--- config.mk ---
export PLATFORM = sky130hd
export DESIGN_NAME = pit_top
export DESIGN_NICKNAME = d
export VERILOG_FILES = /design/src/rtl/pit_pkg.sv /design/src/rtl/pit_count.sv /design/src/rtl/pit_regs.sv /design/src/rtl/pit_top.sv
export SDC_FILE = /design/constraint.sdc
export NUM_CORES = 1
export LEC_CHECK = 0
export BUFFER_PORTS_ARGS = -buffer_cell sky130_fd_sc_hd__buf_4
export CAP_MARGIN = 20
export CORE_UTILIZATION = 63
export CTS_BUF_LIST = sky130_fd_sc_hd__clkbuf_2 sky130_fd_sc_hd__clkbuf_4 sky130_fd_sc_hd__clkbuf_8
export CTS_CLUSTER_DIAMETER = 40
export DETAILED_ROUTE_END_ITERATION = 12
export PLACE_DENSITY = 0.82
export SETUP_SLACK_MARGIN = 0.4
export SYNTH_ARGS = -nofsm -noshare
export SYNTH_HDL_FRONTEND = slang
export SYNTH_SLANG_ARGS = --single-unit
--- constraint.sdc ---
create_clock -name clk -period 4.08 [get_ports clk]
set_input_delay 0 -clock clk [delete_from_list [all_inputs] [get_ports clk]]
set_output_delay 0 -clock clk [all_outputs]
set_load 0.02 [all_outputs]
--- src/rtl/pit_pkg.sv ---
package pit_pkg;
  typedef enum logic [1:0] {
    ADR_STATUS = 2'd0,
    ADR_CTRL   = 2'd1,
    ADR_PER_LO = 2'd2,
    ADR_PER_HI = 2'd3
  } pit_addr_e;

  localparam int CTL_IE    = 0;
  localparam int CTL_CONT  = 1;
  localparam int CTL_START = 2;
  localparam int CTL_STOP  = 3;
  localparam int STS_TO    = 0;
  localparam int STS_RUN   = 1;
endpackage

--- src/rtl/pit_count.sv ---
module pit_count #(
  parameter int PER_W = 32
) (
  input  logic             clk,
  input  logic             rst_n,
  input  logic             run,
  input  logic             load,
  input  logic [PER_W-1:0] load_val,
  input  logic [PER_W-1:0] period,
  output logic             expire
);
  logic [PER_W-1:0] count;

  assign expire = run && (count == '0);

  always_ff @(posedge clk) begin
    if (!rst_n)       count <= '1;
    else if (load)    count <= load_val;
    else if (expire)  count <= period;
    else if (run)     count <= count - 1'b1;
  end

  // expiry reloads the counter from the period
  p_reload_r5: assert property (@(posedge clk) disable iff (!rst_n)
    (expire && !load) |=> (count == $past(period)));

  // a halted counter holds its value
  p_hold_r8: assert property (@(posedge clk) disable iff (!rst_n)
    (!run && !load) |=> $stable(count));
endmodule

--- src/rtl/pit_regs.sv ---
module pit_regs
  import pit_pkg::*;
#(
  parameter int HALF_W = 16,
  localparam int PER_W = 2 * HALF_W
) (
  input  logic              clk,
  input  logic              rst_n,
  input  logic [1:0]        bus_addr,
  input  logic              bus_we,
  input  logic [HALF_W-1:0] bus_wdata,
  input  logic              expire,
  output logic [HALF_W-1:0] bus_rdata,
  output logic [PER_W-1:0]  period,
  output logic              load,
  output logic [PER_W-1:0]  load_val,
  output logic              run,
  output logic              irq
);
  logic [HALF_W-1:0] per_lo, per_hi;
  logic ie, cont, tmo;
  logic wr_sts, wr_ctl, wr_lo, wr_hi, start_s, stop_s;

  assign wr_sts  = bus_we && (bus_addr == ADR_STATUS);
  assign wr_ctl  = bus_we && (bus_addr == ADR_CTRL);
  assign wr_lo   = bus_we && (bus_addr == ADR_PER_LO);
  assign wr_hi   = bus_we && (bus_addr == ADR_PER_HI);
  assign start_s = wr_ctl && bus_wdata[CTL_START];
  assign stop_s  = wr_ctl && bus_wdata[CTL_STOP];

  assign period   = {per_hi, per_lo};
  assign load     = wr_lo || wr_hi;
  assign load_val = wr_lo ? {per_hi, bus_wdata} : {bus_wdata, per_lo};
  assign irq      = tmo && ie;

  always_ff @(posedge clk) begin
    if (!rst_n) begin
      per_lo <= '1;
      per_hi <= '1;
      ie     <= 1'b0;
      cont   <= 1'b0;
      tmo    <= 1'b0;
      run    <= 1'b0;
    end else begin
      if (wr_lo) per_lo <= bus_wdata;
      if (wr_hi) per_hi <= bus_wdata;
      if (wr_ctl) begin
        ie   <= bus_wdata[CTL_IE];
        cont <= bus_wdata[CTL_CONT];
      end
      if (expire)      tmo <= 1'b1;
      else if (wr_sts) tmo <= 1'b0;
      if (stop_s || load)        run <= 1'b0;
      else if (start_s)          run <= 1'b1;
      else if (expire && !cont)  run <= 1'b0;
    end
  end

  always_comb begin
    bus_rdata = '0;
    case (bus_addr)
      ADR_STATUS: begin
        bus_rdata[STS_TO]  = tmo;
        bus_rdata[STS_RUN] = run;
      end
      ADR_CTRL: begin
        bus_rdata[CTL_IE]   = ie;
        bus_rdata[CTL_CONT] = cont;
      end
      ADR_PER_LO: bus_rdata = per_lo;
      default:    bus_rdata = per_hi;
    endcase
  end

  // expiry sets the timeout flag
  p_expire_sets_to_r3: assert property (@(posedge clk) disable iff (!rst_n)
    expire |=> tmo);
  // one-shot expiry halts the timer
  p_oneshot_halt_r4: assert property (@(posedge clk) disable iff (!rst_n)
    (expire && !cont && !start_s) |=> !run);
  // continuous expiry keeps it running
  p_cont_run_r5: assert property (@(posedge clk) disable iff (!rst_n)
    (expire && cont && !stop_s && !load) |=> run);
  // status write without expiry clears the flag
  p_sts_clear_r6: assert property (@(posedge clk) disable iff (!rst_n)
    (wr_sts && !expire) |=> !tmo);
  // period write halts the timer
  p_load_halts_r2: assert property (@(posedge clk) disable iff (!rst_n)
    load |=> !run);
  // stop wins over start
  p_stop_wins_r8: assert property (@(posedge clk) disable iff (!rst_n)
    stop_s |=> !run);
endmodule

--- src/rtl/pit_top.sv ---
module pit_top #(
  parameter int HALF_W = 16
) (
  input  logic              clk,
  input  logic              rst_n,
  input  logic [1:0]        bus_addr,
  input  logic              bus_we,
  input  logic [HALF_W-1:0] bus_wdata,
  output logic [HALF_W-1:0] bus_rdata,
  output logic              irq
);
  localparam int PER_W = 2 * HALF_W;

  logic [PER_W-1:0] period, load_val;
  logic load, run, expire;

  pit_regs #(.HALF_W(HALF_W)) u_regs (
    .clk(clk), .rst_n(rst_n), .bus_addr(bus_addr), .bus_we(bus_we),
    .bus_wdata(bus_wdata), .expire(expire), .bus_rdata(bus_rdata),
    .period(period), .load(load), .load_val(load_val), .run(run), .irq(irq)
  );

  pit_count #(.PER_W(PER_W)) u_count (
    .clk(clk), .rst_n(rst_n), .run(run), .load(load), .load_val(load_val),
    .period(period), .expire(expire)
  );

  // irq implies timeout pending
  p_irq_needs_to_r7: assert property (@(posedge clk) disable iff (!rst_n)
    irq |-> bus_rdata[0] || (bus_addr != 2'd0));
endmodule

==> run_results.csv, run 1 <==
group,metric,value,unit
min_path,hold_depth,2,
worst_setup_path,ff2ff_path_depth,6,
final_layout,drive_above_1_share,14.21,%
timing,rsz0062_at_grt,"false",
synth,ys_seq_elements,68,
placed_design,place.detailed.hpwl,8253,microns
final_layout,ff_latch_area,1361,sq um
clocking,cts_inserted_buffers,9,
worst_setup_path,slowest_stage,"nor4_1",
clocking,ctsHoldBuffers,16,
drt,wirelength,12550,microns
power_and_ir_drop,power_density,335.8,nW/um^2
drt,detail-route-antenna-nets,0,
synth,syn_area_per_cell,7.680,sq um
clocking,clkSlewWorstSetupHoldPaths,0.07,ns
synth,yosysMostFrequentCell,"nand2_1",
synth,ys_seq_area_share,32.64,%
synth,netlist.area_leader.share,32.64,%
timing,slew_headroom,37.08,%
timing,fin_tns_setup,0,ns
power_and_ir_drop,max-vdd-ir-drop,0.0002185,V
run,drv_cap,0,
final_layout,final_util,74.63,%
synth,yosysTopAreaCell,"dfxtp_1",
synth,synth_warnings,0,
drt,post_drt_via_cell_ratio,6.579,
synth,synth_common_cells,"nand2_1 (91), dfxtp_1 (68), nor2_1 (52)",
final_layout,nFillCells,490,
worst_setup_path,worstPathArrival,3.12,ns
worst_setup_path,crit_chain,"or4b_4, or4_4, nor4_1, a31oi_1, a21oi_1, a2bb2oi_1",
synth,synthXorXnorAreaFrac,3.360,%
final_layout,synthToLayoutAreaGrowth,14.28,%
synth,synth_nets,565,
synth,synthMuxAreaShare,12.84,%
worst_setup_path,cp.required,4.34,ns
synth,synth_edf_count,0,
synth,synth_top_family_by_area,"simple AND/OR/NAND/NOR gates",
timing,fin_crit,2.861,ns
timing,tightestPinTransition,0.9354,ns
worst_setup_path,crit_family,"simple AND/OR/NAND/NOR gates",
clocking,cts_resized,0,
grt,grt_max_degree,63,
worst_setup_path,cp_num_cells,6,
clocking,post_cts_buffers,0,
die,initial_utilization,65.30,%
timing,fmax,349.5,MHz
timing,hold_violations,0,
synth,synth-simple-area-share,28.89,%
timing,fin_ws,1.219,ns
synth,yosys-top-cells-area,"dfxtp_1 (33%), mux2i_1 (9.6%), nand2_1 (8.2%)",
drt,drt_pass1_iterations,5,
worst_setup_path,crit_path_end_kind,"flop",
grt,antenna_found_initial,0,
timing,final.setup_skew,0.01049,ns
synth,synth_flop_cell,"dfxtp_1",
die,dieWidth,83.36,microns
die,die_h,83.36,microns
min_path,holdCritStartpoint,"rst_n",
die,die-area,6949,sq um
grt,grtUsageTotal,37.19,%
clocking,clk-insertion-delay-late,0.35,ns
placed_design,io_buffers,37,
worst_setup_path,r2r-start,"u_regs.run$_SDFFE_PP0P_",
clocking,cts.sinks,68,
timing,min_period_over_period,70.12,%
worst_setup_path,path_buf_inv,0,
drt,vias,4309,
grt,grt_pass1_wl,20690,microns
synth,synth_area,4170,sq um
timing,setup_violations,0,
worst_setup_path,cp-start-kind,"flop",
worst_setup_path,worstPathMaxFanout,9,
die,rows,29,
synth,syn_inst,543,
power_and_ir_drop,leakage,1.913,nW
status,status,"completed",
drt,drt-initial-drc-count,461,
drt,post_drt_wl_per_cell,19.15,microns
clocking,clockRootBuffer,"clkbuf_8",
final_layout,multiInputGateArea,2615,sq um
synth,synth_compound_area_share,17.25,%
clocking,cts_tree,"done",
final_layout,final_nets,595,
worst_setup_path,slowest_delay,0.73,ns
die,io_pins,38,
grt,overflow,0,
synth,synthArstFlopShare,0,%
min_path,min-delay-path-class,"in2reg",
placed_design,place_congestion,0.8997,
die,fp.coreArea,6386,sq um
worst_setup_path,crit_type,"reg2reg",
grt,grt_pass1_vias,4231,
timing,report.final.slew_viol_count,0,
clocking,cts_buffer_depth,2,
clocking,htree_levels,3,
drt,drc_errors,0,
worst_setup_path,crit_path_start,"u_regs.run$_SDFFE_PP0P_",
synth,synth_adder_area_share,0.3000,%
synth,netlist-cell-type-count,54,
placed_design,pre_cts_ws,1.281,ns
## path summary, 6_finish.rpt
kind                                          to  slack (ns)
setup / recovery  u_count.count[17]$_SDFFE_PN1P_        1.22
hold / removal    u_count.count[13]$_SDFFE_PN1P_        0.11
setup reg to reg  u_count.count[17]$_SDFFE_PN1P_        1.22
hold reg to reg           u_regs.ie$_SDFFE_PN0P_        0.49
## metal layers
layer / track usage (%) / up-vias / wire, microns
met2: 58.87 / 243 / 5830
met5: 0 / - / 0
met4: 17.40 / 0 / 242
li1: - / 2013 / -
met3: 7.256 / 32 / 1156
met1: 48.75 / 2021 / 5317
## area by class of cell
class / instances / area share, %
multi-input cells: 431 / 54.87
flip-flops and latches: 68 / 28.56
repair buffers: 57 / 9.819
clock buffers: 11 / 3.177
well taps: 77 / 2.022
clock inverters: 4 / 1.024
inverters: 6 / 0.4726
diodes: 1 / 0.05251
## flip-flops by register name (all words and copies together) (netlist names)
name / count
u_count.count: 32
u_regs.cont: 1
u_regs.ie: 1
u_regs.per_hi: 16
u_regs.per_lo: 16
u_regs.run: 1
u_regs.tmo: 1
## power by group
group / switching (mW) / internal, mW
Combinational: 0.151 / 0.122
Sequential: 0.0487 / 0.700
Clock: 0.267 / 0.312
Total: 0.467 / 1.13
## through the flow
stage / power [mW] / hold slack, ns / cells / cell area [sq um]
6_report: 1.601 / 0.1080 / 655 / 4766
5_1_grt: 1.658 / 0.1261 / 654 / 4763
4_1_cts: 1.593 / 0.1109 / 654 / 4763
3_5_place_dp: 1.016 / 0.2467 / 623 / 4403
3_3_place_gp: 1.008 / 0.2375 / 623 / 4403
2_1_floorplan: 0.9242 / 0.1054 / 543 / 4170
## placed cells by master (no fill, tap or decap), types with 3 or more instances in the layout
cell,n
nor4_1,10
mux2_2,8
nor2_1,52
inv_1,6
dfxtp_1,68
nor3_1,13
nor2b_1,14
or2_2,4
a211o_1,5
buf_4,41
a21boi_0,4
or3_1,8
a31oi_1,22
a21oi_1,19
nand4_1,4
nand2_1,90
nand3_1,42
o21a_1,3
o21ai_0,25
dlygate4sd3_1,16
o311ai_0,4
xor2_1,10
clkbuf_8,11
or4_1,4
xnor2_1,6
o211ai_1,10
mux2i_1,40
## cells by family (layout without fill, tap and decap cells)
kind of cell    Yosys count  count (layout)
simple gates            254             254
compound gates          110             110
flops                    68              68
mux                      50              50
buf+inv                  44              78
xor+xnor                 16              16
fa+ha+maj                 1               1
other cells               0               1
Note: power is estimated with default switching activity, not from simulation.
==> inputs of run 2 (changes only) <==
ABC_AREA = 1   (was unset)
CORE_UTILIZATION = 56   (was 63)
PLACE_DENSITY = 0.77   (was 0.82)
clock period = 2.5 ns   (was 4.08 ns; I/O delays follow)
==> run 2 against run 1 <==
Area after synthesis up 3.8%; die area up 16%; worst setup slack lost 0.72 ns; via count is 14% higher; combinational power up 100%; worst hold slack got worse by 0.041 ns; cell count increased by 30%; clock skew down 0.0038 ns; cell area up 6.8%; critical endpoint is now u_count.count[4]$_SDFFE_PN1P_.
==> run_results.csv, run 2 <==
group,metric,value,unit
drt,drt-initial-drc-count,544,
worst_setup_path,slowest_delay,0.33,ns
drt,drc_errors,0,
power_and_ir_drop,p_seq_share,44.8,%
placed_design,place.detailed.hpwl,9697,microns
synth,synth_flop_cell,"dfxtp_1",
synth,ys_seq_elements,68,
drt,vias,4892,
worst_setup_path,cp.required,2.75,ns
drt,post_drt_wl_per_cell,16.19,microns
timing,fmax,501.0,MHz
worst_setup_path,cp_num_cells,10,
placed_design,place_congestion,0.9427,
final_layout,final_common_cell,"nand2_1",
clocking,clkSlewWorstSetupHoldPaths,0.08,ns
final_layout,drive_above_1_share,12.27,%
power_and_ir_drop,p_comb_share,19.7,%
power_and_ir_drop,leakage,2.577,nW
worst_setup_path,worstPathArrival,2.24,ns
drt,wirelength,13750,microns
die,dieWidth,89.91,microns
grt,overflow,0,
grt,grt_pass1_wl,22390,microns
worst_setup_path,worstPathMaxFanout,8,
grt,grt_max_degree,52,
synth,ys_seq_area_share,31.45,%
placed_design,io_buffers,37,
power_and_ir_drop,p_sw,0.8903,mW
clocking,cts_tree,"done",
power_and_ir_drop,internal_power,1.889,mW
synth,synth_nets,716,
power_and_ir_drop,power_density,546.0,nW/um^2
run,drv_cap,0,
timing,setup_violations,0,
worst_setup_path,crit_path_start,"u_count.count[0]$_SDFFE_PN1P_",
worst_setup_path,slowest_stage,"dfxtp_1",
synth,synth_edf_count,0,
worst_setup_path,ff2ff_path_depth,10,
final_layout,diodes,0,
worst_setup_path,endpoint,"u_count.count[4]$_SDFFE_PN1P_",
timing,rsz0062_at_grt,"true",
drt,post_drt_via_cell_ratio,5.762,
power_and_ir_drop,power,2.779,mW
synth,yosysTopAreaCell,"dfxtp_1",
clocking,cts_buffer_depth,2,
synth,synth_common_cells,"nand2_1 (209), inv_1 (84), nor2_1 (77)",
clocking,cts_inserted_buffers,9,
timing,min_period_over_period,79.84,%
die,die_h,89.91,microns
synth,synth_area,4328,sq um
power_and_ir_drop,p_clk_share,35.5,%
final_layout,layout_common_cells,"nand2_1 (209), inv_1 (84), nor2_1 (76)",
die,die-area,8084,sq um
final_layout,largest_reg_flops,32,
synth,synth_warnings,0,
synth,netlist.area_leader.share,31.45,%
synth,syn_area_per_cell,6.236,sq um
die,rows,31,
grt,antenna_found_initial,0,
clocking,htree_levels,3,
timing,report.final.slew_viol_count,0,
timing,slew_headroom,50.38,%
grt,grtUsageTotal,34.86,%
clocking,clockRootBuffer,"clkbuf_8",
worst_setup_path,r2r-start,"u_count.count[0]$_SDFFE_PN1P_",
die,io_pins,38,
synth,netlist-cell-type-count,36,
timing,tightestPinTransition,0.7435,ns
final_layout,top_register,"u_count.count",
synth,yosysMostFrequentCell,"nand2_1",
worst_setup_path,reg2reg_to,"u_count.count[4]$_SDFFE_PN1P_",
worst_setup_path,crit_family,"simple AND/OR/NAND/NOR gates",
power_and_ir_drop,swShare,32.04,%
final_layout,final_util,69.07,%
die,initial_utilization,58.73,%
die,fp.coreArea,7370,sq um
timing,holdWs,0.06741,ns
synth,synthArstFlopShare,0,%
worst_setup_path,crit_path_end_kind,"flop",
drt,drt_pass1_iterations,5,
min_path,min-delay-path-class,"in2reg",
timing,fin_ws,0.5041,ns
clocking,clk-insertion-delay-late,0.36,ns
worst_setup_path,reg2reg_slack,0.50,ns
worst_setup_path,cp-start-kind,"flop",
timing,fin_crit,1.996,ns
placed_design,pre_cts_ws,0.4190,ns
worst_setup_path,crit_chain,"inv_1, ha_2, nand2_4, nor2_8, nand2_4, nor2_8, nand3_4, buf_4, o211ai_1, o21ai_1",
final_layout,largestRegisters,"u_count.count x32, u_regs.per_hi x16, u_regs.per_lo x16",
timing,hold_violations,0,
final_layout,synthToLayoutAreaGrowth,17.61,%
worst_setup_path,path_buf_inv,2,
clocking,cts.sinks,68,
final_layout,final_nets,767,
synth,syn_inst,694,
grt,grt_pass1_vias,4627,
timing,final.setup_skew,0.006734,ns
drt,detail-route-antenna-nets,0,
timing,fin_tns_setup,0,ns
power_and_ir_drop,max-vdd-ir-drop,0.0004370,V
status,status,"completed",
worst_setup_path,crit_type,"reg2reg",
synth,yosys-top-cells-area,"dfxtp_1 (31%), nand2_1 (18%), inv_1 (7.3%)",
==> run 2: changes by cell type after synthesis, sizes merged, moves of 21 or more <==
cell   delta
a31oi    -21
nor2     +34
nand2   +128
mux2i    -40
o21ai    +41
inv      +83
==> run 2: how the worst min path moves through the flow <==
| stage | to | depth (start not counted) | from | slack (ns) |
|---|---|---|---|---|
| after global placement | u_regs.per_lo[4]$_SDFFE_PN1P_ | 3 | bus_wdata[4] | 0.24 |
| final | u_regs.tmo$_SDFFE_PN0P_ | 5 | bus_addr[1] | 0.07 |
| after CTS | u_regs.tmo$_SDFFE_PN0P_ | 5 | bus_addr[1] | 0.06 |
| after floorplan | u_regs.per_hi[5]$_SDFFE_PN1P_ | 2 | bus_wdata[5] | 0.11 |
| after global routing | u_regs.per_lo[15]$_SDFFE_PN1P_ | 2 | rst_n | 0.1 |
| after detailed placement | u_regs.per_hi[5]$_SDFFE_PN1P_ | 3 | bus_wdata[5] | 0.25 |
==> run 2: per-layer routing <==
metal | part of all wire [%] | vias up | wire length (microns) | GRT usage, %
met5 | 0 | - | 0 | 0
met1 | 43 | 2223 | 5960 | 46.86
li1 | - | 2335 | - | -
met4 | 2.5 | 0 | 342 | 13.58
met2 | 44 | 290 | 6043 | 54.42
met3 | 10 | 44 | 1403 | 7.783
==> run 2: what timing repair did <==
item	CTS	global route
resized for setup	0	4
pin swaps	0	1
hold buffers	18	0
hold endpoints to repair	26	0
cloned	1	0
buffers inserted	0	4
endpoints found under the setup margin	2	21
==> run 2: per-stage QoR <==
step	instance area, sq um	cells
2_1_floorplan	4328	694
3_3_place_gp	4643	810
3_5_place_dp	4643	810
4_1_cts	5045	845
5_1_grt	5090	849
6_report	5090	849
==> run 2: cell type report <==
type,count,area [sq um]
sequential,68,1361
inverter,91,344.1
clock inverter,5,60.06
multi-input combinational,510,2516
timing repair buffer,65,533.0
tap,99,123.9
clock buffer,11,151.4
fill,682,2280
==> run 2: power by group through the flow <==
stage	logic, mW	clock network (mW)	registers [mW]
floorplan	0.363	0	1.23
global placement	0.499	0	1.26
detailed placement	0.510	0	1.26
CTS	0.537	0.990	1.24
global route	0.606	1.04	1.25
finish	0.548	0.988	1.24
==> run 2: logic make-up (layout without fill, tap and decap cells) <==
group | Yosys count | count (layout) | share of synthesized area [%]
AOI/OAI and AO/OA | 133 | 133 | 18.33
xor gates and xnor gates | 15 | 15 | 3.036
adders and majority gates | 1 | 1 | 0.2891
buffers and inverters | 117 | 172 | 10.93
DFF | 68 | 68 | 31.45
and+or+nand+nor | 360 | 361 | 35.96
==> run 2: worst min-delay path, delay by kind of cell <==
family	cells	cell delay, ns
AOI/OAI and AO/OA	1	0.13
buffers and inverters	1	0.10
and+or+nand+nor	3	0.15
==> inputs of run 3 (changes only) <==
ABC_AREA = 0   (was 1)
CORE_UTILIZATION = 62   (was 56)
PLACE_DENSITY = 0.81   (was 0.77)
clock period = 2.1 ns   (was 2.5 ns; I/O delays follow)
==> run 3 against run 2 <==
The run now ends with DRC, setup timing left; core utilization increased by 21 points; wire length increased by 20%; register-to-register slack got worse by 1.0 ns.
==> run_results.csv, run 3 (synthesized netlist as in run 1, its figures left out) <==
group,metric,value,unit
min_path,min_to,"u_regs.tmo$_SDFFE_PN0P_",
drt,drt-initial-drc-count,754,
grt,grt_pass1_wl,24140,microns
clocking,clkSlewWorstSetupHoldPaths,0.08,ns
timing,report.final.slew_viol_count,0,
worst_setup_path,cp-start-kind,"flop",
final_layout,nFillCells,286,
power_and_ir_drop,internal_power,2.136,mW
final_layout,drive_above_1_share,33.28,%
drt,post_drt_via_cell_ratio,6.883,
drt,vias,5162,
grt,antenna_found_initial,0,
placed_design,io_buffers,37,
power_and_ir_drop,max-vdd-ir-drop,0.0004848,V
worst_setup_path,crit_type,"reg2reg",
timing,final.setup_skew,0.01086,ns
final_layout,largestRegisters,"u_count.count x32, u_regs.per_hi x16, u_regs.per_lo x16",
drt,drc_errors,2,
worst_setup_path,reg2reg_slack,-0.53,ns
power_and_ir_drop,leakage,2.406,nW
min_path,hold_depth,4,
clocking,clk-insertion-delay-late,0.36,ns
final_layout,diodes,0,
timing,rsz0062_at_grt,"true",
final_layout,layoutNonFillerInstCount,750,
power_and_ir_drop,power,3.148,mW
clocking,cts_buffer_depth,2,
power_and_ir_drop,p_seq_share,46.0,%
power_and_ir_drop,p_clk_share,32.0,%
drt,post_drt_wl_per_cell,21.99,microns
clocking,cts.sinks,68,
timing,holdWs,0.09740,ns
placed_design,pre_cts_ws,-0.4892,ns
worst_setup_path,worstPathMaxFanout,6,
die,initial_utilization,64.93,%
final_layout,synthToLayoutAreaGrowth,38.76,%
grt,grt_pass1_vias,4918,
placed_design,place_congestion,0.9562,
worst_setup_path,crit_path_end_kind,"flop",
power_and_ir_drop,p_sw,1.012,mW
worst_setup_path,ff2ff_path_depth,5,
clocking,htree_levels,3,
worst_setup_path,worstPathArrival,2.87,ns
grt,grtUsageTotal,43.49,%
placed_design,dpl.cell_count,701,
clocking,cts_tree,"done",
timing,hold_violations,0,
final_layout,layout_common_cells,"buf_4 (121), nand2_1 (86), dfxtp_1 (62)",
grt,overflow,0,
placed_design,place.detailed.hpwl,9568,microns
timing,fmax,380.5,MHz
die,fp.coreArea,6422,sq um
clocking,clockRootBuffer,"clkbuf_8",
clocking,cts_inserted_buffers,9,
min_path,holdCritStartpoint,"bus_we",
run,drv_cap,0,
timing,min_period_over_period,125.2,%
grt,grt_max_degree,25,
power_and_ir_drop,power_density,543.9,nW/um^2
worst_setup_path,slowest_stage,"or4_4",
timing,fin_crit,2.628,ns
die,die_h,84.02,microns
timing,tightestPinTransition,0.8116,ns
die,io_pins,38,
status,status,"finished with violations",
min_path,min-delay-path-class,"in2reg",
timing,setup_violations,33,
die,die-area,7059,sq um
die,rows,29,
worst_setup_path,reg2reg_to,"u_count.count[29]$_SDFFE_PN1P_",
status,violations,"DRC, setup timing",
worst_setup_path,crit_chain,"or4b_4, or4_4, or4_4, o21a_1, o22a_1",
timing,slew_headroom,45.76,%
final_layout,final_common_cell,"buf_4",
worst_setup_path,slowest_delay,0.59,ns
drt,wirelength,16490,microns
die,dieWidth,84.02,microns
drt,detail-route-antenna-nets,0,
power_and_ir_drop,p_comb_share,22.1,%
drt,drt_pass1_iterations,10,
timing,fin_ws,-0.5284,ns
worst_setup_path,crit_top_cell,"or4_4",
power_and_ir_drop,swShare,32.14,%
worst_setup_path,cp.required,2.34,ns
final_layout,final_nets,690,
final_layout,largest_reg_flops,32,
worst_setup_path,r2r-start,"u_count.count[30]$_SDFFE_PN1P_",
final_layout,top_register,"u_count.count",
## run 3: changes by cell type in the layout (fill, tap and decap cells not counted), sizes merged, moves of 9 or more
| cell | before | now |
|---|---|---|
| nor3 | 0 | 13 |
| buf | 47 | 131 |
| mux2i | 0 | 40 |
| o22ai | 9 | 0 |
| or4 | 0 | 9 |
| nand2 | 219 | 91 |
| nor2 | 86 | 52 |
| nor4 | 0 | 11 |
| inv | 89 | 6 |
| o21ai | 69 | 28 |
| nor2b | 0 | 14 |
| a31oi | 1 | 22 |
| a22oi | 9 | 0 |
## run 3: through the flow
step / utilization [%] / cell area, sq um / setup TNS, ns
finish: 90.10 / 5787 / -13.34
global route: 90.10 / 5787 / -14.40
CTS: 87.24 / 5603 / -12.52
detailed placement: 78.20 / 5022 / -11.82
global placement: 78.20 / 5022 / -10.53
floorplan: - / 4217 / -9.111
## run 3: worst max-delay path by stage
stage,from,end,depth (start not counted)
after global routing,u_count.count[30]$_SDFFE_PN1P_,u_count.count[21]$_SDFFE_PN1P_,6
after detailed placement,u_count.count[29]$_SDFFE_PN1P_,u_count.count[3]$_SDFFE_PN1P_,7
final,u_count.count[30]$_SDFFE_PN1P_,u_count.count[29]$_SDFFE_PN1P_,5
after global placement,u_count.count[29]$_SDFFE_PN1P_,u_count.count[3]$_SDFFE_PN1P_,7
after floorplan,u_regs.run$_SDFFE_PP0P_,u_count.count[13]$_SDFFE_PN1P_,8
after CTS,u_count.count[30]$_SDFFE_PN1P_,u_count.count[3]$_SDFFE_PN1P_,7
## run 3: critical path: cells and delay by family, from the launching register on
family	cells	cell delay [ns]
compound gates	2	0.48
simple gates	3	1.69
flops	1	0.33
## run 3: per-layer routing
metal	vias to the layer above	routed length (microns)	global-route usage, %
li1	2212	-	-
met1	2365	5804	48.80
met2	432	7613	74.89
met3	153	1691	9.001
met4	0	1379	27.59
met5	-	0	0
## run 3: layout make-up
cell class | count | area [sq um] | area share, %
Clock buffer | 11 | 145.1 | 2.508
Multi-Input combinational cell | 434 | 2925 | 50.55
Tap cell | 77 | 96.34 | 1.665
Inverter | 6 | 22.52 | 0.3892
Clock inverter | 5 | 27.53 | 0.4757
Sequential cell | 68 | 1369 | 23.65
Timing Repair Buffer | 149 | 1201 | 20.76
## run 3: timing repair
item / 4_1_cts / 5_1_grt
buffers inserted: 8 / 4
endpoints found under the hold margin: 38 / 0
resized for setup: 35 / 35
hold buffers: 18 / 0
gates cloned: 3 / 0
endpoints found under the setup margin: 34 / 35
pin swaps: 19 / 9
## run 3: power by group through the flow
| stage | logic [mW] | registers, mW | clock network, mW |
|---|---|---|---|
| 2_1_floorplan | 0.352 | 1.45 | 0 |
| 3_3_place_gp | 0.572 | 1.46 | 0 |
| 3_5_place_dp | 0.591 | 1.46 | 0 |
| 4_1_cts | 0.634 | 1.43 | 0.991 |
| 5_1_grt | 0.730 | 1.45 | 1.04 |
| 6_report | 0.694 | 1.45 | 1.01 |
